File: src/rtl/icpf_pkg.sv
package icpf_pkg;

   // decoded operation for one bus access
   typedef enum logic [3:0] {
      OP_NONE,
      OP_POLL_W,
      OP_POLL_B,
      OP_ACCEPT,
      OP_CPPR,
      OP_EOI,
      OP_PEND_RD,
      OP_PEND_WR,
      OP_LINK_RD,
      OP_LINK_WR,
      OP_BAD
   } op_e;

   // word indices (address bits above the byte lane) of the fixed registers
   localparam int IDX_POLL = 0;
   localparam int IDX_REQ  = 1;
   localparam int IDX_PEND = 3;

endpackage

File: src/rtl/icpf_decode.sv
module icpf_decode
   import icpf_pkg::*;
#(
   parameter int ADDR_W    = 12,
   parameter int NUM_LINKS = 3,
   parameter int LINK_BASE = 4,
   localparam int IDX_W  = ADDR_W - 2,
   localparam int LSEL_W = (NUM_LINKS > 1) ? $clog2(NUM_LINKS) : 1
) (
   input  logic              acc_write,
   input  logic              acc_word,
   input  logic [ADDR_W-1:0] acc_addr,
   output op_e               acc_op,
   output logic [LSEL_W-1:0] link_sel
);

   logic [IDX_W-1:0] idx;
   logic             byte0;
   logic             link_hit;

   assign idx   = acc_addr[ADDR_W-1:2];
   assign byte0 = !acc_word && (acc_addr[1:0] == 2'b00);

   always_comb begin
      link_hit = 1'b0;
      link_sel = '0;
      for (int i = 0; i < NUM_LINKS; i++) begin
         if (idx == IDX_W'(LINK_BASE + i)) begin
            link_hit = 1'b1;
            link_sel = LSEL_W'(i);
         end
      end
   end

   always_comb begin
      acc_op = OP_BAD;
      if (idx == IDX_W'(IDX_POLL)) begin
         if (!acc_write) begin
            if (byte0)         acc_op = OP_POLL_B;
            else if (acc_word) acc_op = OP_POLL_W;
         end
      end else if (idx == IDX_W'(IDX_REQ)) begin
         if (acc_write) begin
            if (byte0)         acc_op = OP_CPPR;
            else if (acc_word) acc_op = OP_EOI;
         end else begin
            if (byte0)         acc_op = OP_POLL_B;
            else if (acc_word) acc_op = OP_ACCEPT;
         end
      end else if (idx == IDX_W'(IDX_PEND)) begin
         if (byte0) acc_op = acc_write ? OP_PEND_WR : OP_PEND_RD;
      end else if (link_hit) begin
         if (acc_word) acc_op = acc_write ? OP_LINK_WR : OP_LINK_RD;
      end
   end

endmodule

File: src/rtl/icpf_links.sv
module icpf_links #(
   parameter int DATA_W    = 32,
   parameter int NUM_LINKS = 3,
   localparam int LSEL_W = (NUM_LINKS > 1) ? $clog2(NUM_LINKS) : 1
) (
   input  logic              clk,
   input  logic              rst_n,
   input  logic              wr_en,
   input  logic [LSEL_W-1:0] sel,
   input  logic [DATA_W-1:0] wdata,
   output logic [DATA_W-1:0] rd_val
);

   logic [DATA_W-1:0] regs [NUM_LINKS];

   for (genvar g = 0; g < NUM_LINKS; g++) begin : g_link
      always_ff @(posedge clk) begin
         if (!rst_n)                                regs[g] <= '0;
         else if (wr_en && (sel == LSEL_W'(g)))     regs[g] <= wdata;
      end

      AST_LINK_HOLD: assert property (@(posedge clk) disable iff (!rst_n)
         !(wr_en && (sel == LSEL_W'(g))) |=> $stable(regs[g]));
   end

   always_comb begin
      rd_val = '0;
      for (int i = 0; i < NUM_LINKS; i++)
         if (sel == LSEL_W'(i)) rd_val = regs[i];
   end

endmodule

File: src/rtl/icpf_resp.sv
module icpf_resp
   import icpf_pkg::*;
#(
   parameter int DATA_W = 32,
   parameter int PRIO_W = 8
) (
   input  logic              clk,
   input  logic              rst_n,
   input  logic              rd_en,
   input  op_e               rd_op,
   input  logic [DATA_W-1:0] poll_val,
   input  logic [DATA_W-1:0] accept_val,
   input  logic [PRIO_W-1:0] pend_val,
   input  logic [DATA_W-1:0] link_val,
   output logic [DATA_W-1:0] rdata
);

   localparam int PAD_W = DATA_W - PRIO_W;

   logic [DATA_W-1:0] nxt;

   always_comb begin
      unique case (rd_op)
         OP_POLL_W:  nxt = poll_val;
         OP_POLL_B:  nxt = {{PAD_W{1'b0}}, poll_val[DATA_W-1 -: PRIO_W]};
         OP_ACCEPT:  nxt = accept_val;
         OP_PEND_RD: nxt = {{PAD_W{1'b0}}, pend_val};
         OP_LINK_RD: nxt = link_val;
         default:    nxt = '1;
      endcase
   end

   always_ff @(posedge clk) begin
      if (!rst_n)     rdata <= '0;
      else if (rd_en) rdata <= nxt;
   end

   AST_BAD_READ_ONES: assert property (@(posedge clk) disable iff (!rst_n)
      (rd_en && rd_op == OP_BAD) |=> (rdata == '1));
   AST_RDATA_HOLD: assert property (@(posedge clk) disable iff (!rst_n)
      !rd_en |=> $stable(rdata));

endmodule

File: src/rtl/icpf_top.sv
module icpf_top
   import icpf_pkg::*;
#(
   parameter int ADDR_W    = 12,
   parameter int DATA_W    = 32,
   parameter int PRIO_W    = 8,
   parameter int NUM_LINKS = 3,
   parameter int LINK_BASE = 4
) (
   input  logic              clk,
   input  logic              rst_n,
   input  logic              bus_valid,
   input  logic              bus_write,
   input  logic              bus_word,
   input  logic [ADDR_W-1:0] bus_addr,
   input  logic [DATA_W-1:0] bus_wdata,
   output logic [DATA_W-1:0] bus_rdata,
   output logic              err_flag,
   input  logic              err_clr,
   output logic              cmd_poll,
   output logic              cmd_accept,
   output logic              cmd_cppr,
   output logic              cmd_eoi,
   output logic              cmd_mfrr,
   output logic [DATA_W-1:0] cmd_data,
   input  logic [DATA_W-1:0] core_poll,
   input  logic [DATA_W-1:0] core_accept,
   input  logic [PRIO_W-1:0] core_mfrr
);

   localparam int LSEL_W = (NUM_LINKS > 1) ? $clog2(NUM_LINKS) : 1;
   localparam int PAD_W  = DATA_W - PRIO_W;

   if (PRIO_W >= DATA_W) begin : g_bad_prio
      $error("PRIO_W must be narrower than DATA_W");
   end
   if (ADDR_W < 5) begin : g_bad_addr
      $error("ADDR_W too small for the register window");
   end
   if (LINK_BASE <= IDX_PEND) begin : g_bad_base
      $error("link registers overlap the fixed registers");
   end

   op_e               op;
   logic [LSEL_W-1:0] link_sel;
   logic [DATA_W-1:0] link_val;

   icpf_decode #(
      .ADDR_W(ADDR_W), .NUM_LINKS(NUM_LINKS), .LINK_BASE(LINK_BASE)
   ) u_dec (
      .acc_write(bus_write),
      .acc_word (bus_word),
      .acc_addr (bus_addr),
      .acc_op   (op),
      .link_sel (link_sel)
   );

   icpf_links #(.DATA_W(DATA_W), .NUM_LINKS(NUM_LINKS)) u_links (
      .clk   (clk),
      .rst_n (rst_n),
      .wr_en (bus_valid && op == OP_LINK_WR),
      .sel   (link_sel),
      .wdata (bus_wdata),
      .rd_val(link_val)
   );

   icpf_resp #(.DATA_W(DATA_W), .PRIO_W(PRIO_W)) u_resp (
      .clk       (clk),
      .rst_n     (rst_n),
      .rd_en     (bus_valid && !bus_write),
      .rd_op     (op),
      .poll_val  (core_poll),
      .accept_val(core_accept),
      .pend_val  (core_mfrr),
      .link_val  (link_val),
      .rdata     (bus_rdata)
   );

   // command strobes: one per valid access
   assign cmd_poll   = bus_valid && (op == OP_POLL_W || op == OP_POLL_B);
   assign cmd_accept = bus_valid && (op == OP_ACCEPT);
   assign cmd_cppr   = bus_valid && (op == OP_CPPR);
   assign cmd_eoi    = bus_valid && (op == OP_EOI);
   assign cmd_mfrr   = bus_valid && (op == OP_PEND_WR);
   assign cmd_data   = bus_word ? bus_wdata : {{PAD_W{1'b0}}, bus_wdata[PRIO_W-1:0]};

   // sticky error: a new illegal access outranks the clear
   always_ff @(posedge clk) begin
      if (!rst_n)                         err_flag <= 1'b0;
      else if (bus_valid && op == OP_BAD) err_flag <= 1'b1;
      else if (err_clr)                   err_flag <= 1'b0;
   end

   AST_ONE_STROBE: assert property (@(posedge clk) disable iff (!rst_n)
      $onehot0({cmd_poll, cmd_accept, cmd_cppr, cmd_eoi, cmd_mfrr}));
   AST_ACCEPT_WORD_RD: assert property (@(posedge clk) disable iff (!rst_n)
      cmd_accept |-> (!bus_write && bus_word && bus_addr[ADDR_W-1:2] == (ADDR_W-2)'(IDX_REQ)));
   AST_ERR_SET: assert property (@(posedge clk) disable iff (!rst_n)
      (bus_valid && op == OP_BAD) |=> err_flag);
   AST_ERR_STICKY: assert property (@(posedge clk) disable iff (!rst_n)
      (err_flag && !err_clr) |=> err_flag);

endmodule

File: config.mk
export PLATFORM = sky130hd
export DESIGN_NAME = icpf_top
export DESIGN_NICKNAME = d
export VERILOG_FILES = /design/src/rtl/icpf_pkg.sv /design/src/rtl/icpf_decode.sv /design/src/rtl/icpf_links.sv /design/src/rtl/icpf_resp.sv /design/src/rtl/icpf_top.sv
export SDC_FILE = /design/constraint.sdc
export NUM_CORES = 1
export LEC_CHECK = 0
export BUFFER_PORTS_ARGS = -buffer_cell sky130_fd_sc_hd__buf_2
export CORE_ASPECT_RATIO = 0.5
export CORE_UTILIZATION = 35
export CTS_BUF_LIST = sky130_fd_sc_hd__clkbuf_4
export DETAILED_ROUTE_END_ITERATION = 10
export PLACE_DENSITY = 0.66
export SETUP_SLACK_MARGIN = 0.4
export SLEW_MARGIN = 0
export SYNTH_ARGS = -nofsm -noshare
export SYNTH_HDL_FRONTEND = slang
export SYNTH_HIERARCHICAL = 1
export SYNTH_SLANG_ARGS = --single-unit
export TNS_END_PERCENT = 5
File: constraint.sdc
create_clock -name clk -period 5.65 [get_ports clk]
set_input_delay 0.565 -clock clk [delete_from_list [all_inputs] [get_ports clk]]
set_output_delay 0.565 -clock clk [all_outputs]
set_load 0.005 [all_outputs]
---- After elaboration in Yosys (flattened, before gate mapping) ----
Memories as Yosys holds them, arrays and structs flattened.
Index checks and enable logic that the tools add are counted.
word-level totals
  register bits after elaboration ......... 33
  RAM bits ................................ 96
  bits of input ports ..................... 122
  output and inout port bits .............. 70
  logic and storage cells ................. 83
  memories ................................ 1
operators by class
  eq/ne operators ......................... 17
  mux-type cells .......................... 41
  bitwise operators ....................... 3
  reduce and logical (&&, ||, !) cells .... 19
memories
  name          words  bits a word  read ports  clocked after Yosys merged registers in  wr ports  line              RTL
  u_links.regs  3      32           3           0                                        3         icpf_links.sv:14  logic [DATA_W-1:0] regs [NUM_LINKS];
operator list
  operator                                                                 number
  32-bit 2-to-1 mux                                                        7
  32-bit one-hot mux with 5 select lines                                   1
  4-bit 2-to-1 mux                                                         14
  10-bit by 3-bit equality test with 1-bit output (second input constant)  3
  1-bit 2-to-1 mux                                                         18
  4-bit by 3-bit equality test with 1-bit output (second input constant)   4
  4-bit equality test (second input constant)                              3
  1-bit logical AND                                                        12
  10-bit by 1-bit equality test with 1-bit output (second input constant)  1
  10-bit by 2-bit equality test with 1-bit output (second input constant)  1
  10-bit logical NOT                                                       1
  4-bit by 2-bit equality test with 1-bit output (second input constant)   2
  4-bit by 1-bit equality test with 1-bit output (second input constant)   1
  2-bit logical NOT                                                        2
  1-bit bitwise OR                                                         3
  2-bit by 1-bit equality test with 1-bit output (second input constant)   1
  2-bit equality test (second input constant)                              1
  1-bit logical NOT                                                        2
  2-bit 2-to-1 mux                                                         1
  2-bit nonzero test                                                       1
  1-bit logical OR                                                         1

---- Longest topological paths before layout ----
Gate-level depths: netlist (run 1).
  depth in word-level cells ............... 15
  mapped depth ............................ 11
  mapped depth without buffers ............ 8

---- Cells and area by module ----
Netlist (run 1), hierarchy kept.
by module, submodules not included
  module       times used  cells an instance  area an instance (sq um)
  icpf_links   1           328                4264.1
  icpf_resp    1           276                2343.5
  icpf_top     1           51                 331.6
  icpf_decode  1           31                 171.4

---- Least setup slack after synthesis (run 1) ----
Ideal clock, no wire load.
  path type ............................... input-to-reg
  start point ............................. in bus_addr[11]
  end point ............................... mem u_links.regs[0][0] (enable)
  data arrival time ....................... 4.105 ns
  data required time ...................... 5.184 ns
  slack ................................... 1.079 ns
  stages on the path ...................... 8
  buffers on the path ..................... 1
  path through ............................ nor4_2 nand2_2 a211oi_1 nand2b_1 nor2_1 buf_2 inv_1 o21ai_0
RTL lines
  item         line              RTL
  from (decl)  icpf_top.sv:15    input logic [ADDR_W-1:0] bus_addr,
  to (decl)    icpf_links.sv:14

---- Worst setup path after layout (run 1) ----
  start point ............................. in bus_word
  end point ............................... reg u_resp.rdata[13]
on the way
  cells in the longest elaborated chain, start to end .. 8
  elaborated cells on any way between the ends .. 22
  those cells by class .................... eq/ne: 5; mux: 15; reduce/logical: 2
ends and longest elaborated chain
  item                                               line                                                     RTL
  from (decl)                                        icpf_top.sv:14                                           input logic bus_word,
  1-bit logical NOT                                  icpf_decode.sv:22                                        assign byte0 = !acc_word && (acc_addr[1:0] == 2'b00);
  1-bit logical AND                                  icpf_decode.sv:22
  4-bit 2-to-1 mux (on tied branches)                icpf_decode.sv:51, icpf_decode.sv:44, icpf_decode.sv:47
  4-bit 2-to-1 mux (on tied branches)                icpf_decode.sv:50, icpf_decode.sv:43
  4-bit 2-to-1 mux                                   icpf_decode.sv:42                                        end else if (idx == IDX_W'(IDX_REQ)) begin
  4-bit 2-to-1 mux *                                 icpf_decode.sv:37                                        if (idx == IDX_W'(IDX_POLL)) begin
  named net op[0]                                    icpf_top.sv:44                                           op_e op;
  4-bit equality test, or another cell as far along  icpf_resp.sv:23                                          unique case (rd_op)
  32-bit one-hot mux with 5 select lines *           icpf_resp.sv:23
  to (signal assigned)                               icpf_resp.sv:35                                          else if (rd_en) rdata <= nxt;
  to (decl)                                          icpf_resp.sv:15                                          output logic [DATA_W-1:0] rdata
The timed path passes the listed nets; every way through them passes the cells marked *.
A chain may end at the register's enable or synchronous reset.

==> results of run 1 <==
==> where the power goes <==
part           switching (uW)  internal [uW]  total (uW)
clock network             390            275         665
registers                16.9           1060        1080
logic                    94.7           77.5         172
==> logic make-up after synthesis <==
logic type	Yosys count	synth area share, %
buffers and inverters	83	6.77
AOI/OAI and AO/OA	150	14.2
and+or+nand+nor	283	23.3
muxes	41	5.91
DFF	129	49.8
==> synth_stat cells (2+ instances only) <==
| library cell | n | share of area (%) |
|---|---|---|
| a21o_1 | 23 | 2.4 |
| a21oi_1 | 3 | 0.21 |
| a22oi_1 | 8 | 0.84 |
| a31oi_1 | 32 | 2.8 |
| and2_1 | 24 | 2.1 |
| and3b_1 | 16 | 2.0 |
| buf_2 | 22 | 1.5 |
| buf_4 | 18 | 1.9 |
| buf_6 | 10 | 1.6 |
| clkbuf_1 | 28 | 1.5 |
| dfxtp_1 | 33 | 9.3 |
| edfxtp_1 | 96 | 41 |
| inv_1 | 3 | 0.16 |
| mux2_2 | 8 | 1.3 |
| mux2i_1 | 33 | 4.6 |
| nand2_1 | 27 | 1.4 |
| nand2b_1 | 4 | 0.35 |
| nand3_1 | 32 | 2.3 |
| nand3b_1 | 5 | 0.53 |
| nand4b_1 | 24 | 3.0 |
| nand4bb_1 | 23 | 3.6 |
| nor2_1 | 108 | 5.7 |
| nor2_2 | 2 | 0.18 |
| nor2b_1 | 3 | 0.26 |
| nor3_1 | 3 | 0.21 |
| o21ai_0 | 42 | 3.0 |
| o21ai_1 | 3 | 0.21 |
| o2bb2ai_1 | 32 | 3.9 |
==> layer usage <==
layer	GRT usage (%)	part of all wire, %	vias to the layer above
met4	3.24	0.75	0
met2	27.4	42	221
li1	-	-	2843
met1	30.8	51	2846
met3	3.19	6.1	13
met5	0	0	-
==> worst paths after layout <==
path	slack, ns	from	cells past startpoint	to
min reg2reg	0.49	err_flag	2	err_flag
min	0.29	err_clr	3	err_flag
max	2.35	bus_word	8	u_resp/rdata[13]
max reg2reg	4.19	u_links/regs[0][6]	5	u_resp/rdata[6]
==> metrics by stage <==
step	util, %	area [um^2]	instances
CTS	42.7	8400	1112
detailed placement	41.2	8110	1080
floorplan	-	7110	686
global placement	41.2	8110	1080
finish	42.7	8400	1112
global route	42.7	8400	1112
==> sequential cells by signal, indices dropped and copies added (netlist names) <==
register	cells
err_flag	1
u_resp/rdata	32
u_links/regs	96
==> critical path: cells and delay by family <==
family | cells | cell delay, ns
AOI/OAI and AO/OA | 3 | 1.17
buffers and inverters | 2 | 0.72
and+or+nand+nor | 3 | 1.19
==> final cells by class <==
cell class / instances / area share (%)
repair buffers: 207 / 12.8
clock inverters: 15 / 1.98
inverters: 4 / 0.179
clock buffers: 17 / 1.52
flip-flops and latches: 129 / 42.2
well taps: 266 / 3.96
multi-input cells: 474 / 37.4
==> results.tsv, run 1 <==
metric	value	unit
setup_ws	2.35	ns
synth_edf_count	96	
path_class	input port to flip-flop	
cts_buffers	17	
ys_types	49	
drtPass1Iterations	5	
grt_pass1_wl	30600	um
die-height	103	um
yosys_warnings	6	
min_period	3.30	ns
fin_nets	955	
layout_commonest_cell	buf_2	
cts_tree	built	
root_buffer	clkbuf_4	
coreArea	19700	um^2
min_period_over_period	58.3	%
cts_hold_buf	0	
postSynthAreaPerCell	10.4	um^2
ios	192	
io_buffers	191	
rsz0062_at_grt	no	
dp_hpwl	14400	um
seq_area	3540	um^2
gp_congestion	0.821	
hold_path.class	input port to flip-flop	
hold_viol	0	
clk_path_buf_depth	2	
grt_max_degree	59	
end_kind	flip-flop	
vias_per_cell	5.33	
ir_worst_vdd	122	uV
cp-start-kind	input port	
ys.flop_type	edfxtp_1	
synth_cells	686	
path_clk_slew	0.13	ns
multi_input_area	3140	um^2
async_flop_share	0	%
fmaxAchievable	303	MHz
crit_required	6.02	ns
start_util	36.1	%
drv_slew	0	
synth-seq-area-share	49.8	%
clock_latency	0.54	ns
post-cts-setup-buffer-count	0	
antenna_found_initial	0	
cts.sinks	129	
dp_worst_setup_slack	1.84	ns
cp_cell_sequence	buf_2 -> nor2_1 -> nand4b_1 -> a211oi_4 -> buf_4 -> nor3b_2 -> o31a_2 -> a31oi_1	
wire_per_inst	18.5	um
leakage	0.00309	uW
slowest_delay	0.73	ns
synth_fp_nets	808	
ys_seq_elements	129	
diodes	0	
final_cell_mix	buf_2, nor2_1, edfxtp_1, o21ai_0	
setup_total_negative_slack	0	ns
area_growth	18.2	%
p_total	1920	uW
dr.first_iter.drc_count	703	
drcViolationCount	0	
num_vias	5923	
slew_headroom	13.9	%
worst_ep_arrival_time	3.67	ns
htreeDepth	4	
worst_slew_pin_slew	1.29	ns
ant_nets	0	
grt_pass1_vias	5298	
die_w	204	um
die_area	20900	um^2
fill_cells	1883	
cp_max_fo	58	
post_synth_instance_area	7110	um^2
power.density	228	nW/um^2
crit_slowest_cell	o31a_2	
maxCapViolCount	0	
finalSetupViolations	0	
gr-usage-all-layers	19.4	%
timing.hold.ws	0.289	ns
grt_overflow	0	
status	completed	
drive_above_1_share	31.6	%
row_count	36	
post_cts_resized	0	
skew	0.0285	ns
drt_wl_total	20600	um
No activity file was read; power rests on OpenSTA's default activity.
==> inputs of run 2 (changes only) <==
ABC_AREA = 1   (was default)
clock period = 3.1 ns   (was 5.65 ns; I/O delays follow)
==> results.tsv, run 2 <==
metric	value	unit	change
worstHoldStart	err_clr		
cp-start-kind	input port		
hold_viol	0		unchanged
yosysMostFrequentCell	nor2_1		
drcViolationCount	0		unchanged
die_area	20100	um^2	-4.1%
post-cts-setup-buffer-count	0		unchanged
slowest_delay	0.61	ns	-0.12 ns
end_kind	flip-flop		
crit_buf_inv	1		-1
final_cell_mix	buf_2, nand3_1, nor2_1, nand2_1, edfxtp_1		
crit_slowest_cell	o21ai_1		
cp_top_family	simple AND/OR/NAND/NOR gates		
ant_nets	0		unchanged
area_growth	20.3	%	
setup_total_negative_slack	0	ns	unchanged
async_flop_share	0	%	unchanged
rsz0062_at_grt	no		
synthTopCellsByArea	edfxtp_1, nand3_1, dfxtp_1, nor2_1, nand2_1		
grt_overflow	0		unchanged
root_buffer	clkbuf_4		
min_period_over_period	76.7	%	
ys.flop_type	edfxtp_1		
worst_slew_pin_slew	1.00	ns	-0.284 ns
synth-seq-area-share	52.0	%	+2.2 points
dr.first_iter.drc_count	540		-23%
hold_path.class	input port to flip-flop		
io_buffers	191		unchanged
layout_commonest_cell	buf_2		
grt_pass1_vias	5682		+7.2%
status	completed		
cp_max_fo	24		-59%
num_vias	6283		+6.1%
fmaxAchievable	421	MHz	
gr-usage-all-layers	20.3	%	+0.92 points
diodes	0		unchanged
drive_above_1_share	26.6	%	-5.0 points
dp_hpwl	14300	um	-0.62%
synth_fp_nets	967		+20%
cts.sinks	129		unchanged
fin_util	43.8	%	+1.1 points
drv_slew	0		unchanged
cts_hold_buf	0		unchanged
path_class	input port to flip-flop		
start_util	36.4	%	+0.23 points
drt_wl_total	20300	um	-1.2%
htreeDepth	4		unchanged
crit_required	3.54	ns	-2.48 ns
fin_nets	1139		+19%
cts_tree	built		
fill_cells	1931		+2.5%
postSynthAreaPerCell	8.06	um^2	-22%
worst_ep_arrival_time	2.81	ns	-0.86 ns
clock_latency	0.51	ns	-0.03 ns
slew_headroom	33.1	%	+19 points
yosys_warnings	6		unchanged
leakage	0.00393	uW	+27%
ios	192		unchanged
crit_start	bus_addr[7]		
p_total	3490	uW	+82%
cp_cell_sequence	buf_2 -> nor2_2 -> nand2_2 -> nor2_8 -> nand3_2 -> o21ai_1 -> nor2_2 -> and2_1 -> o21ai_4 -> nor2_1 -> nor2_1		
antenna_found_initial	0		unchanged
r2r_start	u_links/regs[1][1]		
maxCapViolCount	0		unchanged
top_regs	u_links/regs: 96 flops, u_resp/rdata: 32 flops, err_flag: 1 flops		
vias_per_cell	4.87		-8.5%
die-height	101	um	-2.1%
grt_max_degree	40		-32%
ir_worst_vdd	235	uV	+92%
synthTopCellsByCount	nor2_1, nand2_1, nand3_1		
grt_pass1_wl	30700	um	+0.34%
synth_cells	845		+23%
clk_path_buf_depth	2		unchanged
largest_reg_flops	96		unchanged
cts_buffers	17		unchanged
drtPass1Iterations	5		unchanged
wire_per_inst	15.8	um	-15%
gp_congestion	0.905		+10%
power.density	426	nW/um^2	+87%
path_clk_slew	0.12	ns	about the same
finalSetupViolations	0		unchanged
coreArea	18700	um^2	-4.8%
die_w	199	um	-2.1%
post_cts_resized	0		unchanged
post_synth_instance_area	6810	um^2	-4.2%
ys_seq_elements	129		unchanged
synth_edf_count	96		unchanged
skew	0.0199	ns	-0.00855 ns
row_count	35		-2.8%
timing.hold.ws	0.0833	ns	-0.206 ns
synth_top_area_cell	edfxtp_1		
ys_types	27		-45%
top_register	u_links/regs		
min_period	2.38	ns	
synth.top_cell.area_share	42.3	%	+1.8 points
[run 2: cell count changes in the layout (fill, tap and decap cells not counted), moves of 24 or more]
cell and delta:
a31oi_1 -31, inv_1 +73, mux2i_1 -33, nand2_1 +139
nand3_1 +136, nand4b_1 -24, nor2_1 +60, o2bb2ai_1 -32
[run 2: area by class of cell]
type / instances / area (um^2) / share of cell area, %
multi-input combinational: 581 / 2640 / 32.2
inverter: 81 / 304 / 3.71
clock buffer: 17 / 128 / 1.56
timing repair buffer: 207 / 1090 / 13.3
clock inverter: 15 / 173 / 2.11
sequential: 129 / 3540 / 43.2
tap: 259 / 324 / 3.95
[run 2: logic make-up (layout without fill, tap and decap cells)]
logic type | count (synthesis) | after routing | synth area share, %
and+or+nand+nor | 531 | 531 | 34.4
buffers and inverters | 135 | 320 | 9.70
AOI/OAI and AO/OA | 50 | 50 | 3.93
DFF | 129 | 129 | 52.0
[run 2: final timing paths]
| kind | slack, ns | cells past startpoint | to |
|---|---|---|---|
| max | 0.72 | 11 | u_resp/rdata[15] |
| min | 0.08 | 4 | err_flag |
| max reg2reg | 1.88 | 6 | u_resp/rdata[1] |
| min reg2reg | 0.52 | 2 | u_resp/rdata[28] |
[run 2: per-stage QoR]
step | cells | setup slack (ns) | area (um^2)
finish | 1289 | 0.723 | 8200
global route | 1289 | 0.535 | 8200
CTS | 1289 | 0.763 | 8200
floorplan | 845 | 0.339 | 6830
detailed placement | 1257 | 0.233 | 7900
global placement | 1257 | 0.333 | 7900
[run 2: tightest hold or removal path: stages]
cell and delay, ns:
buf_2 0.07, nor2_1 0.04, nor2_1 0.09, nor2_1 0.04
[run 2: metal layers]
metal | GRT usage [%] | wire length [um]
met1 | 29.1 | 9440
met2 | 30.9 | 8990
met3 | 4.12 | 1640
met4 | 6.27 | 259
met5 | 0 | 0
[run 2: report_power, final]
part	switching (uW)	total, uW	leakage (uW)	internal [uW]
Clock	699	1200	0.000159	504
Combinational	190	319	0.00258	129
Sequential	31.6	1970	0.00118	1940
Total	921	3490	0.00393	2570
==> inputs of run 3 (changes only) <==
clock period = 2.4 ns   (was 3.1 ns; I/O delays follow)
==> results.tsv, run 3 (synthesis results as in run 2) <==
metric	value	unit	change
crit_slowest_cell	nand2_8		
top_regs	u_links/regs: 96 flops, u_resp/rdata: 32 flops, err_flag: 1 flops		
drtPass1Iterations	5		unchanged
htreeDepth	4		unchanged
r2r_slack	1.19	ns	-0.69 ns
coreArea	18700	um^2	unchanged
path_clk_slew	0.12	ns	about the same
ios	192		unchanged
worst_ep_arrival_time	2.19	ns	-0.62 ns
cts_buffers	17		unchanged
slowest_delay	0.30	ns	-0.31 ns
path_class	input port to flip-flop		
power.density	518	nW/um^2	+22%
cpMostUsedCell	buf_4		
area_growth	27.6	%	
row_count	35		unchanged
cp-start-kind	input port		
cts.sinks	129		unchanged
dp_hpwl	15600	um	+8.6%
grt_overflow	0		unchanged
diodes	0		unchanged
leakage	0.00414	uW	+5.3%
drt_wl_total	21800	um	+7.3%
cts_tree	built		
setup_total_negative_slack	0	ns	unchanged
status	completed		
hold_viol	0		unchanged
gr-usage-all-layers	21.5	%	+1.1 points
final_cell_mix	buf_2, nand3_1, nand2_1, nor2_1, edfxtp_1		
p_total	4510	uW	+29%
largest_reg_flops	96		unchanged
root_buffer	clkbuf_4		
skew	0.0292	ns	+0.00925 ns
fin_util	46.4	%	+2.6 points
reg2reg_to	u_resp/rdata[1]		
wire_per_inst	16.5	um	+4.6%
top_register	u_links/regs		
vias_per_cell	4.96		+1.7%
grt_pass1_vias	5997		+5.5%
clock_latency	0.54	ns	+0.03 ns
slew_headroom	54.9	%	+22 points
fill_cells	1883		-2.5%
post_dp_cell_area	8240	um^2	+4.3%
ant_nets	0		unchanged
hold_path.class	input port to flip-flop		
worst_slew_pin_slew	0.676	ns	-0.326 ns
die-height	101	um	unchanged
rsz0062_at_grt	yes		
cp_max_fo	32		+33%
crit_start	bus_addr[10]		
start_util	36.4	%	unchanged
fin_nets	1172		+2.9%
io_buffers	191		unchanged
ir_worst_vdd	318	uV	+35%
dr.first_iter.drc_count	612		+13%
drcViolationCount	0		unchanged
gp_congestion	0.900		-0.54%
drv_slew	0		unchanged
drive_above_1_share	29.6	%	+3.0 points
antenna_found_initial	0		unchanged
cp_cell_sequence	buf_2 -> nor2_4 -> nand2_4 -> nor2_8 -> buf_4 -> buf_4 -> a31oi_1 -> buf_4 -> inv_1 -> nand3_1 -> nor2_4 -> buf_12 -> nand2_2 -> nand2_8		
finalSetupViolations	0		unchanged
end_kind	flip-flop		
r2r_start	u_links/regs[2][1]		
fmaxAchievable	504	MHz	
min_period	1.98	ns	
endpoint	u_links/regs[0][29]		
grt_pass1_wl	32400	um	+5.5%
grt_max_degree	35		-13%
layout_commonest_cell	buf_2		
num_vias	6555		+4.3%
die_area	20100	um^2	unchanged
die_w	199	um	unchanged
fin_area	8690	um^2	+6.0%
reg2regPathDepth	6		unchanged
maxCapViolCount	0		unchanged
crit_required	2.60	ns	-0.94 ns
clk_path_buf_depth	2		unchanged
min_period_over_period	82.7	%	
==> run 3: cell types whose count changed in the layout (fill, tap and decap cells not counted), moves of 3 or more <==
cell           delta
nand2_8           +3
inv_8             +4
buf_12            +7
nand3_1           -4
nor2_1            -3
nor2_4            +5
buf_4            +16
dlygate4sd3_1     +8
==> run 3: critical path: cells and delay by family <==
family                 cells  cell delay [ns]
AOI/OAI and AO/OA          1             0.07
and+or+nand+nor            7             1.10
buffers and inverters      6             0.75
==> run 3: through the flow <==
step / hold WS (ns) / worst slack, ns / instances
2_1_floorplan: 0.352 / 0.237 / 845
3_3_place_gp: 0.488 / -0.00505 / 1277
3_5_place_dp: 0.497 / -0.108 / 1277
4_1_cts: 0.000374 / 0.407 / 1317
5_1_grt: 0.0254 / 0.317 / 1322
6_report: 0.0410 / 0.416 / 1322
==> run 3: layout make-up <==
class | count | area [um^2] | area share [%]
clock buffers | 17 | 128 | 1.47
well taps | 259 | 324 | 3.73
inverters | 81 | 304 | 3.50
flip-flops and latches | 129 | 3540 | 40.8
clock inverters | 15 | 164 | 1.89
multi-input cells | 582 | 2790 | 32.1
repair buffers | 239 | 1440 | 16.6
==> run 3: what timing repair did <==
action	4_1_cts	5_1_grt
resized for setup	0	12
setup buffers	0	4
hold buffers	8	0
setup endpoints to repair	0	82
endpoints found under the hold margin	8	0
==> run 3: power breakdown <==
| group | switching, uW | internal (uW) | leakage, uW |
|---|---|---|---|
| combinational | 266 | 178 | 0.00280 |
| clock | 949 | 566 | 0.000151 |
| sequential | 43.1 | 2500 | 0.00118 |
| total | 1260 | 3250 | 0.00414 |
==> run 3: worst min path at each step <==
| stage | end | slack [ns] | startpoint | cells past startpoint |
|---|---|---|---|---|
| floorplan | err_flag | 0.35 | rst_n | 2 |
| global placement | u_resp/rdata[10] | 0.49 | u_resp/rdata[10] | 2 |
| detailed placement | u_resp/rdata[10] | 0.50 | u_resp/rdata[10] | 2 |
| CTS | u_resp/rdata[16] | 0.0004 | core_poll[16] | 5 |
| global route | u_links/regs[2][11] | 0.03 | bus_wdata[11] | 3 |
| finish | u_resp/rdata[26] | 0.04 | core_accept[26] | 5 |
==> run 3: per-layer routing <==
layer,wire length (um),global-route usage [%]
met1,9890,30.8
met2,9800,33.0
met3,1700,3.11
met4,421,7.51
met5,0,0
